`config.mk`:
```
export PLATFORM = sky130hd
export DESIGN_NAME = tmr_core
export DESIGN_NICKNAME = d
export VERILOG_FILES = /design/src/rtl/tmr_pkg.sv /design/src/rtl/tmr_clkedge.sv /design/src/rtl/tmr_count.sv /design/src/rtl/tmr_core.sv
export SDC_FILE = /design/constraint.sdc
export NUM_CORES = 1
export LEC_CHECK = 0
export BUFFER_PORTS_ARGS = -buffer_cell sky130_fd_sc_hd__buf_2
export CORE_MARGIN = 2
export CORE_UTILIZATION = 59
export CTS_CLUSTER_SIZE = 30
export DETAILED_ROUTE_END_ITERATION = 16
export PLACE_DENSITY = 0.8
export SLEW_MARGIN = 5
export SYNTH_ARGS = -nofsm -noshare
export SYNTH_HDL_FRONTEND = slang
export SYNTH_SLANG_ARGS = --single-unit
```
`constraint.sdc`:
```
create_clock -name clk -period 5.15 [get_ports clk]
set_clock_uncertainty 0.15 [all_clocks]
set_input_delay 0.515 -clock clk [delete_from_list [all_inputs] [get_ports clk]]
set_output_delay 0.515 -clock clk [all_outputs]
set_load 0.005 [all_outputs]
```
`src/rtl/tmr_pkg.sv`:
```
package tmr_pkg;
   localparam int CTL_EN    = 7;
   localparam int CTL_CPOL  = 6;
   localparam int CTL_OM    = 5;
   localparam int CTL_OPOL  = 4;
   localparam int CTL_RDSEL = 3;
   localparam int CTL_PIE   = 2;
   localparam int CTL_ZIE   = 1;
   localparam int CTL_CIE   = 0;
   localparam int CTL_W     = 8;
   localparam int FLG_W     = 3;

   typedef enum logic [1:0] {
      REG_CTRL   = 2'd0,
      REG_PERIOD = 2'd1,
      REG_COUNT  = 2'd2,
      REG_FLAGS  = 2'd3
   } reg_sel_e;

   typedef struct packed {
      logic period;
      logic zero;
      logic capt;
   } flags_t;
endpackage

```
`src/rtl/tmr_clkedge.sv`:
```
module tmr_clkedge #(
   parameter int IN_SYNC     = 2,
   parameter int SYNC_STAGES = 3
) (
   input  logic clk,
   input  logic rst_n,
   input  logic tclk_in,
   input  logic cpol_cfg,
   input  logic sync_cfg,
   input  logic en_req,
   output logic edge_o,
   output logic en_eff_o,
   output logic sync_l_o
);
   localparam int SR_W = (SYNC_STAGES < 1) ? 1 : SYNC_STAGES;

   logic tclk_s;
   logic tclk_q;
   logic cpol_l;
   logic sync_l;
   logic en_eff;

   // input resynchronizer depth chosen by parameter
   generate
      if (IN_SYNC == 0) begin : g_nosync_in
         assign tclk_s = tclk_in;
      end else begin : g_sync_in
         logic [IN_SYNC-1:0] ff_q;
         always_ff @(posedge clk or negedge rst_n) begin
            if (!rst_n) ff_q <= '0;
            else        ff_q <= {ff_q[IN_SYNC-2+((IN_SYNC==1)?1:0):0], tclk_in};
         end
         assign tclk_s = ff_q[IN_SYNC-1];
      end
   endgenerate

   always_ff @(posedge clk or negedge rst_n) begin
      if (!rst_n) begin
         tclk_q <= 1'b0;
         cpol_l <= 1'b0;
         sync_l <= 1'b0;
      end else begin
         tclk_q <= tclk_s;
         if (!en_eff) begin
            cpol_l <= cpol_cfg;
            sync_l <= sync_cfg;
         end
      end
   end

   assign edge_o = cpol_l ? (tclk_s & ~tclk_q) : (~tclk_s & tclk_q);

   // enable delay chain; follows the request directly in immediate mode
   generate
      if (SR_W == 1) begin : g_chain1
         logic sr_q;
         always_ff @(posedge clk or negedge rst_n) begin
            if (!rst_n)       sr_q <= 1'b0;
            else if (!sync_l) sr_q <= en_req;
            else if (edge_o)  sr_q <= en_req;
         end
         assign en_eff = sync_l ? sr_q : en_req;
      end else begin : g_chainn
         logic [SR_W-1:0] sr_q;
         always_ff @(posedge clk or negedge rst_n) begin
            if (!rst_n)       sr_q <= '0;
            else if (!sync_l) sr_q <= {SR_W{en_req}};
            else if (edge_o)  sr_q <= {sr_q[SR_W-2:0], en_req};
         end
         assign en_eff = sync_l ? sr_q[SR_W-1] : en_req;
      end
   endgenerate

   assign en_eff_o = en_eff;
   assign sync_l_o = sync_l;
endmodule

```
`src/rtl/tmr_count.sv`:
```
module tmr_count #(
   parameter int CNT_W = 16
) (
   input  logic             clk,
   input  logic             rst_n,
   input  logic             edge_i,
   input  logic             en_eff_i,
   input  logic             start_i,
   input  logic             stop_i,
   input  logic             capt_i,
   input  logic             sw_wr_i,
   input  logic [CNT_W-1:0] sw_data_i,
   input  logic [CNT_W-1:0] period_i,
   input  logic             toggle_mode_i,
   output logic [CNT_W-1:0] cnt_o,
   output logic [CNT_W-1:0] cap_o,
   output logic             run_o,
   output logic             act_o,
   output logic             set_p_o,
   output logic             set_z_o,
   output logic             set_c_o
);
   logic [CNT_W-1:0] cnt_q, cnt_d, cap_q, nxt;
   logic             run_q, act_q, tick, wrap;

   assign tick = edge_i && run_q && en_eff_i;
   assign wrap = (cnt_q == period_i);
   assign nxt  = cnt_q + 1'b1;

   always_comb begin
      cnt_d = cnt_q;
      if (sw_wr_i)   cnt_d = sw_data_i;
      else if (tick) cnt_d = wrap ? '0 : nxt;
   end

   assign set_p_o = tick && !sw_wr_i && !wrap && (nxt == period_i);
   assign set_z_o = (cnt_d == '0) && (cnt_q != '0);
   assign set_c_o = capt_i && run_q;

   always_ff @(posedge clk or negedge rst_n) begin
      if (!rst_n) begin
         cnt_q <= '0;
         cap_q <= '0;
         run_q <= 1'b0;
         act_q <= 1'b0;
      end else begin
         cnt_q <= cnt_d;
         if (capt_i || stop_i) cap_q <= cnt_q;
         if (!en_eff_i || stop_i) run_q <= 1'b0;
         else if (start_i)        run_q <= 1'b1;
         if (!en_eff_i)           act_q <= 1'b0;
         else if (toggle_mode_i) begin
            if (set_p_o) act_q <= ~act_q;
         end else begin
            if (set_p_o)   act_q <= 1'b1;
            else if (tick) act_q <= 1'b0;
         end
      end
   end

   assign cnt_o = cnt_q;
   assign cap_o = cap_q;
   assign run_o = run_q;
   assign act_o = act_q;
endmodule

```
`src/rtl/tmr_core.sv`:
```
module tmr_core
   import tmr_pkg::*;
#(
   parameter int CNT_W       = 16,
   parameter int IN_SYNC     = 2,
   parameter int SYNC_STAGES = 3
) (
   input  logic             clk,
   input  logic             rst_n,
   input  logic [1:0]       bus_addr,
   input  logic             bus_wr,
   input  logic [CNT_W-1:0] bus_wdata,
   output logic [CNT_W-1:0] bus_rdata,
   input  logic             tclk_in,
   input  logic             sync_sel,
   input  logic             start_evt,
   input  logic             stop_evt,
   input  logic             capt_evt,
   output logic             tmr_out,
   output logic             tmr_irq,
   output logic             tmr_run
);
   localparam int PAD_C = CNT_W - CTL_W;
   localparam int PAD_F = CNT_W - FLG_W;

   if (CNT_W < CTL_W || CNT_W > 32) begin : g_bad_w
      $error("tmr_core: CNT_W must lie in 8..32");
   end
   if (SYNC_STAGES < 1 || SYNC_STAGES > 8) begin : g_bad_s
      $error("tmr_core: SYNC_STAGES must lie in 1..8");
   end
   if (IN_SYNC < 0 || IN_SYNC > 4) begin : g_bad_i
      $error("tmr_core: IN_SYNC must lie in 0..4");
   end

   logic [CTL_W-1:0] ctrl_q;
   logic [CNT_W-1:0] period_q;
   flags_t           flg_q, flg_set, flg_clr;
   logic [CNT_W-1:0] cnt_q, cap_q;
   logic             tick_edge, en_eff, sync_l, run_q, act_q;
   logic             set_p, set_z, set_c, cnt_wr;
   reg_sel_e         sel;

   assign sel    = reg_sel_e'(bus_addr);
   assign cnt_wr = bus_wr && (sel == REG_COUNT) && ctrl_q[CTL_RDSEL];

   always_ff @(posedge clk or negedge rst_n) begin
      if (!rst_n) begin
         ctrl_q   <= '0;
         period_q <= '0;
      end else begin
         if (bus_wr && sel == REG_CTRL)   ctrl_q   <= bus_wdata[CTL_W-1:0];
         if (bus_wr && sel == REG_PERIOD) period_q <= bus_wdata;
         if (stop_evt)                    ctrl_q[CTL_EN] <= 1'b0;
      end
   end

   tmr_clkedge #(.IN_SYNC(IN_SYNC), .SYNC_STAGES(SYNC_STAGES)) u_edge (
      .clk      (clk),
      .rst_n    (rst_n),
      .tclk_in  (tclk_in),
      .cpol_cfg (ctrl_q[CTL_CPOL]),
      .sync_cfg (sync_sel),
      .en_req   (ctrl_q[CTL_EN]),
      .edge_o   (tick_edge),
      .en_eff_o (en_eff),
      .sync_l_o (sync_l)
   );

   tmr_count #(.CNT_W(CNT_W)) u_count (
      .clk           (clk),
      .rst_n         (rst_n),
      .edge_i        (tick_edge),
      .en_eff_i      (en_eff),
      .start_i       (start_evt),
      .stop_i        (stop_evt),
      .capt_i        (capt_evt),
      .sw_wr_i       (cnt_wr),
      .sw_data_i     (bus_wdata),
      .period_i      (period_q),
      .toggle_mode_i (ctrl_q[CTL_OM]),
      .cnt_o         (cnt_q),
      .cap_o         (cap_q),
      .run_o         (run_q),
      .act_o         (act_q),
      .set_p_o       (set_p),
      .set_z_o       (set_z),
      .set_c_o       (set_c)
   );

   assign flg_set = '{period: set_p, zero: set_z, capt: set_c};
   assign flg_clr = (bus_wr && sel == REG_FLAGS) ? flags_t'(bus_wdata[FLG_W-1:0]) : '0;

   always_ff @(posedge clk or negedge rst_n) begin
      if (!rst_n) flg_q <= '0;
      else        flg_q <= (flg_q & ~flg_clr) | flg_set;
   end

   always_comb begin
      unique case (sel)
         REG_CTRL:   bus_rdata = {{PAD_C{1'b0}}, ctrl_q};
         REG_PERIOD: bus_rdata = period_q;
         REG_COUNT:  bus_rdata = ctrl_q[CTL_RDSEL] ? cnt_q : cap_q;
         default:    bus_rdata = {{PAD_F{1'b0}}, flg_q};
      endcase
   end

   assign tmr_irq = (flg_q.period & ctrl_q[CTL_PIE]) |
                    (flg_q.zero   & ctrl_q[CTL_ZIE]) |
                    (flg_q.capt   & ctrl_q[CTL_CIE]);
   assign tmr_out = ctrl_q[CTL_OPOL] ^ act_q;
   assign tmr_run = run_q;
endmodule

```
==> results of run 1 <==
## cells by family after synthesis
kind of cell,Yosys count,synth area share [%]
compound gates,78,12.8
mux,60,16.4
flops,69,41.2
simple gates,140,16.8
fa+ha+maj,2,0.597
xor+xnor,34,7.80
buf+inv,46,4.39
## worst max-delay path, cell delays in order, from the launching register on
cell,delay (ps)
dfrtp_1,530
xor2_1,260
or4_4,530
nor4_4,250
and2_1,430
or4_1,200
o2111ai_1,110
or4_1,600
o41ai_2,290
## power breakdown
group          internal [mW]  switching [mW]  leakage [nW]
sequential             0.674           0.219         0.802
combinational          0.333           0.329          1.05
clock                  0.289           0.229         0.113
total                   1.30           0.777          1.97
## metrics by stage
step	instances	hold WS [ps]	power, mW	utilization, %	setup WS, ps
after detailed placement	543	202	1.55	65.0	1530
final	559	112	2.07	68.4	1700
after global placement	543	186	1.54	65.0	1670
after CTS	559	115	2.06	68.4	1720
after floorplan	429	69.4	1.33	-	2270
after global routing	559	109	2.18	68.4	1500
## sequential cells by signal, indices dropped and copies added, names as in the netlist, 2 cells and up
register	flops
u_count.cap_o	16
period_q	16
flg_q	3
u_count.cnt_o	16
u_edge.g_chainn.sr_q	3
ctrl_q	8
u_edge.g_sync_in.ff_q	2
## layer usage
metal	share of wire (%)	GRT usage, %
met1	47	50.9
met2	43	44.8
met3	8.5	7.09
met4	1.6	8.68
met5	0	0
## cell usage after synthesis, types with 5 or more instances
cell	instances	share of area [%]
a21oi_1	5	0.60
a22oi_1	5	0.90
clkbuf_1	25	2.2
dfrtp_1	69	41
inv_1	14	1.3
mux2_2	38	10
mux2i_1	19	4.5
nand2_1	59	5.3
nand3_1	8	0.96
nand4_1	11	1.6
nor2_1	19	1.7
nor3_1	6	0.72
nor4_1	7	1.0
o21ai_0	35	4.2
or4_1	5	0.90
xnor2_1	21	4.4
xor2_1	11	2.3
## path summary, 6_finish.rpt
path,start,to,slack [ps],depth (start not counted)
min in group asynchronous,rst_n,u_count.cnt_o[15]$_DFF_PN0_,200,2
min,tclk_in,u_edge.g_sync_in.ff_q[0]$_DFF_PN0_,110,1
max,u_count.cnt_o[5]$_DFF_PN0_,flg_q[1]$_DFF_PN0_,1700,8
max reg2reg,u_count.cnt_o[5]$_DFF_PN0_,flg_q[1]$_DFF_PN0_,1700,8
max in group asynchronous,rst_n,period_q[7]$_DFFE_PN0P_,4050,2
min reg2reg,u_edge.g_sync_in.ff_q[0]$_DFF_PN0_,u_edge.g_sync_in.ff_q[1]$_DFF_PN0_,230,0
## area by class of cell
class	count	area (µm²)	area share (%)
multi-input cells	314	2280	48.8
flip-flops and latches	69	1730	37.0
repair buffers	49	258	5.52
clock buffers	10	138	2.95
well taps	96	120	2.57
clock inverters	6	93.8	2.01
inverters	15	56.3	1.21
==> results.txt, run 1 <==
crit path kind - reg2reg
pwr dens - 444 mW/mm²
count of pins over their slew limit - 0
Synth Register Bits - 69
TritonCTS clock tree - built
Startpoint Class - flip-flop
H-tree Lvls - 3
DR WL/cell - 21.2 µm
cts repair resizes - 0
number of global-route vias before repair - 3,373
Synth Net Count - 457
Post-Synthesis Cells - 429
most frequent cells in the layout - dfrtp_1 (69), nand2_1 (59), buf_2 (44)
synth unique cells - 62
mapped cell area - 0.00419 mm²
Critical Path Fanout Max - 12
Die Wd - 88.3 µm
Area Growth Syn to Fin - 11.5%
Post-DRT Antenna Nets - 0
sequential area share after synthesis - 41.2%
drt first-iter violations - 402
total CTS buffers - 9
CTS sink count - 69
most common cell after layout, fill and taps aside - dfrtp_1
Crit path arrival time - 3560 ps
Total GRT Usage - 32.3%
Worst Setup End Kind - flip-flop
placed instance area - 0.00444 mm²
DP HPWL - 8.56 mm
TNS Setup - 0 ps
Clk Latency, worst-skew pair - 350 ps
Initial Util - 61.3%
antenna violations before repair - 0
Crit path required time - 5260 ps
f_max - 290 MHz
via count - 3,580
outcome - completed
fin area - 0.00467 mm²
Fill cells - 552
Clk pin slew, worst setup/hold paths - 80 ps
Final nets - 486
Fin. Hold Viols - 0
antenna diode count - 0
Final Setup Violations - 0
first-pass GRT wire length - 18.7 mm
clock buffer depth - 2
Final period util - 67.0%
crit path time final - 3450 ps
mean post-synth cell area - 9.76 µm²
Post-synth EDFFs - 0
Port Buf Inserts - 44
DRC viols - 0
Root Driver - clkbuf_8
IO Count - 45
Synth async-reset ratio - 100%
worst slew pin tran - 994 ps
Post-synth top flop - dfrtp_1
Die Area - 0.00779 mm²
ratio of cells with drive above 1 in the final layout - 25.1%
vias per std cell - 6.40
Max Cap Viol - 0
row count - 30
RSZ-0062 raised after global routing - no
hold buffers post-CTS - 0
grt total ovfl - 0
total wire length - 11.9 mm
CORE AREA - 0.00683 mm²
Worst slew margin - 33.6%
Leak Pwr - 1.97 nW
Peak VDD IR - 0.000281 V
hold crit path type - in2reg
routability cong. - 0.933
largest net degree at the start of global routing - 70
Die H - 88.3 µm
first-pass detailed-route iteration total - 6
synth warn - 0
Post-CTS Setup Bufs - 0
Note: power is estimated with default switching activity, not from simulation.
==> run 2, diff against run 1 <==
--- a/config.mk
+++ b/config.mk
@@ -7,10 +7,10 @@
 export LEC_CHECK = 0
 export BUFFER_PORTS_ARGS = -buffer_cell sky130_fd_sc_hd__buf_2
 export CORE_MARGIN = 2
-export CORE_UTILIZATION = 59
+export CORE_UTILIZATION = 53
 export CTS_CLUSTER_SIZE = 30
 export DETAILED_ROUTE_END_ITERATION = 16
-export PLACE_DENSITY = 0.8
+export PLACE_DENSITY = 0.76
 export SLEW_MARGIN = 5
 export SYNTH_ARGS = -nofsm -noshare
 export SYNTH_HDL_FRONTEND = slang
==> constraint.sdc (replaced) <==
create_clock -name clk -period 2.78 [get_ports clk]
set_clock_uncertainty 0.15 [all_clocks]
set_input_delay 0.278 -clock clk [delete_from_list [all_inputs] [get_ports clk]]
set_output_delay 0.278 -clock clk [all_outputs]
set_load 0.005 [all_outputs]
==> run 2 against run 1 <==
Net effect: the flow now finishes with violations (setup timing); worst hold slack worse by 92 ps; maximum frequency up 15%; global-route usage down 0.80 points; via count up 8.1%; design area up 16%; sequential power up 66%; critical path depth up 1; worst setup slack worse by 1900 ps; core utilization up 2.4 points; wire length up 10%; combinational power rose to 2.8 times the previous value; critical path type unchanged; largest cell class unchanged.
==> results.txt, run 2 (synthesis gave the netlist of run 1 again) <==
via count - 3,870 (was 3,580)
Total GRT Usage - 31.5% (was 32.3%)
violated checks - setup timing
placed instance area - 0.00509 mm² (was 0.00444 mm²)
IO Count - 45 (unchanged)
Initial Util - 54.5% (was 61.3%)
worst hold slack - 20.3 ps (was 112 ps)
DR WL/cell - 20.1 µm (was 21.2 µm)
most common cell after layout, fill and taps aside - buf_4 (was dfrtp_1)
antenna violations before repair - 0 (unchanged)
antenna diode count - 0 (unchanged)
count of pins over their slew limit - 0 (unchanged)
Setup WS post-layout - -209 ps (was 1700 ps)
crit path launch - u_count.cnt_o[13]$_DFF_PN0_ (was u_count.cnt_o[5]$_DFF_PN0_)
crit path kind - reg2reg (unchanged)
worst slew pin tran - 642 ps (was 994 ps)
H-tree Lvls - 3 (unchanged)
Final Setup Violations - 1 (was 0)
routability cong. - 1.04 (was 0.933)
first-pass GRT wire length - 20.5 mm (was 18.7 mm)
total wire length - 13.1 mm (was 11.9 mm)
grt total ovfl - 0 (unchanged)
Worst Hold Launch - capt_evt (was tclk_in)
Die Area - 0.00863 mm² (was 0.00779 mm²)
CORE AREA - 0.00769 mm² (was 0.00683 mm²)
drt first-iter violations - 428 (was 402)
Peak VDD IR - 0.000570 V (was 0.000281 V)
Port Buf Inserts - 44 (unchanged)
r2r startpoint - u_count.cnt_o[13]$_DFF_PN0_ (was u_count.cnt_o[5]$_DFF_PN0_)
DRC viols - 0 (unchanged)
outcome - complete, but fails checks (was completed)
fin area - 0.00544 mm² (was 0.00467 mm²)
Clk pin slew, worst setup/hold paths - 90 ps (was 80 ps)
Final nets - 573 (was 486)
Die Wd - 92.9 µm (was 88.3 µm)
Fin. Hold Viols - 0 (unchanged)
row count - 32 (was 30)
TritonCTS clock tree - built (unchanged)
Crit path arrival time - 3090 ps (was 3560 ps)
RSZ-0062 raised after global routing - yes (was no)
Die H - 92.9 µm (was 88.3 µm)
pwr dens - 797 mW/mm² (was 444 mW/mm²)
Clk Latency, worst-skew pair - 350 ps (about the same)
Max Cap Viol - 0 (unchanged)
first-pass detailed-route iteration total - 5 (was 6)
Worst slew margin - 57.2% (was 33.6%)
Critical Path Fanout Max - 3 (was 12)
final core occ - 70.7% (was 68.4%)
f_max - 335 MHz (was 290 MHz)
Worst Setup End Kind - flip-flop (unchanged)
Final period util - 108% (was 67.0%)
CTS sink count - 69 (unchanged)
crit path time final - 2990 ps (was 3450 ps)
Leak Pwr - 2.41 nW (was 1.97 nW)
total CTS buffers - 9 (unchanged)
largest net degree at the start of global routing - 46 (was 70)
Area Growth Syn to Fin - 29.8% (was 11.5%)
most frequent cells in the layout - buf_4 (86), dfrtp_1 (65), nand2_1 (58) (was dfrtp_1 (69), nand2_1 (59), buf_2 (44))
Startpoint Class - flip-flop (unchanged)
vias per std cell - 5.94 (was 6.40)
clock buffer depth - 2 (unchanged)
ratio of cells with drive above 1 in the final layout - 38.6% (was 25.1%)
Root Driver - clkbuf_8 (unchanged)
Post-DRT Antenna Nets - 0 (unchanged)
DP HPWL - 9.77 mm (was 8.56 mm)
number of global-route vias before repair - 3,752 (was 3,373)
hold crit path type - in2reg (unchanged)
Crit path required time - 2880 ps (was 5260 ps)
==> run 2: area by class of cell <==
| cell class | instances | area, µm² |
|---|---|---|
| multi-input combinational | 314 | 2340 |
| fill | 627 | 2250 |
| sequential | 69 | 1730 |
| timing repair buffer | 136 | 947 |
| tap | 102 | 128 |
| clock buffer | 9 | 124 |
| clock inverter | 6 | 111 |
| inverter | 15 | 56.3 |
==> run 2: power breakdown <==
part	switching, mW	internal [mW]	leakage (nW)
sequential	0.227	1.26	0.797
clock	0.415	0.593	0.116
combinational	0.923	0.917	1.50
total	1.57	2.77	2.41
==> run 2: per-layer routing <==
layer	vias to the layer above	part of all wire, %	track usage [%]	routed length (µm)
li1	1779	-	-	-
met1	1886	46	48.4	6020
met2	178	44	45.4	5780
met3	27	8.0	6.75	1050
met4	0	1.8	7.35	233
met5	-	0	0	0
==> run 2: metrics by stage <==
stage	power, mW	std cells	setup WS (ps)	TNS, ps
final	4.33	651	-209	-209
after floorplan	2.46	429	-105	-105
after global placement	3.22	631	-185	-185
after global routing	4.55	651	-313	-313
after CTS	4.26	649	-224	-224
after detailed placement	3.25	631	-243	-243
==> run 2: path summary, 6_finish.rpt <==
kind                                                      end  slack, ps  cells past startpoint
min                                        flg_q[0]$_DFF_PN0_         20                      2
min in group asynchronous        u_count.cap_o[0]$_DFFE_PN0P_        350                      2
max                                        flg_q[1]$_DFF_PN0_       -210                      9
max in group asynchronous          u_count.cnt_o[2]$_DFF_PN0_       1450                      3
max reg2reg                                flg_q[1]$_DFF_PN0_       -210                      9
min reg2reg                u_edge.g_sync_in.ff_q[1]$_DFF_PN0_        200                      0
==> run 2: repair_timing <==
action,in CTS,in global routing
endpoints found under the hold margin,27,0
setup buffers,0,2
endpoints found under the setup margin,1,3
pin swaps,0,6
hold buffers,3,0
resized for setup,1,17
==> run 2: worst max-delay path, cell delays in order, from the launching register on <==
cell       delay (ps)
dfrtp_1           400
xor2_1            170
or4_4             540
nor4_4            150
buf_4             180
a22oi_1            80
o21ai_1           190
o2111ai_1         170
or4_4             550
o41ai_2           300
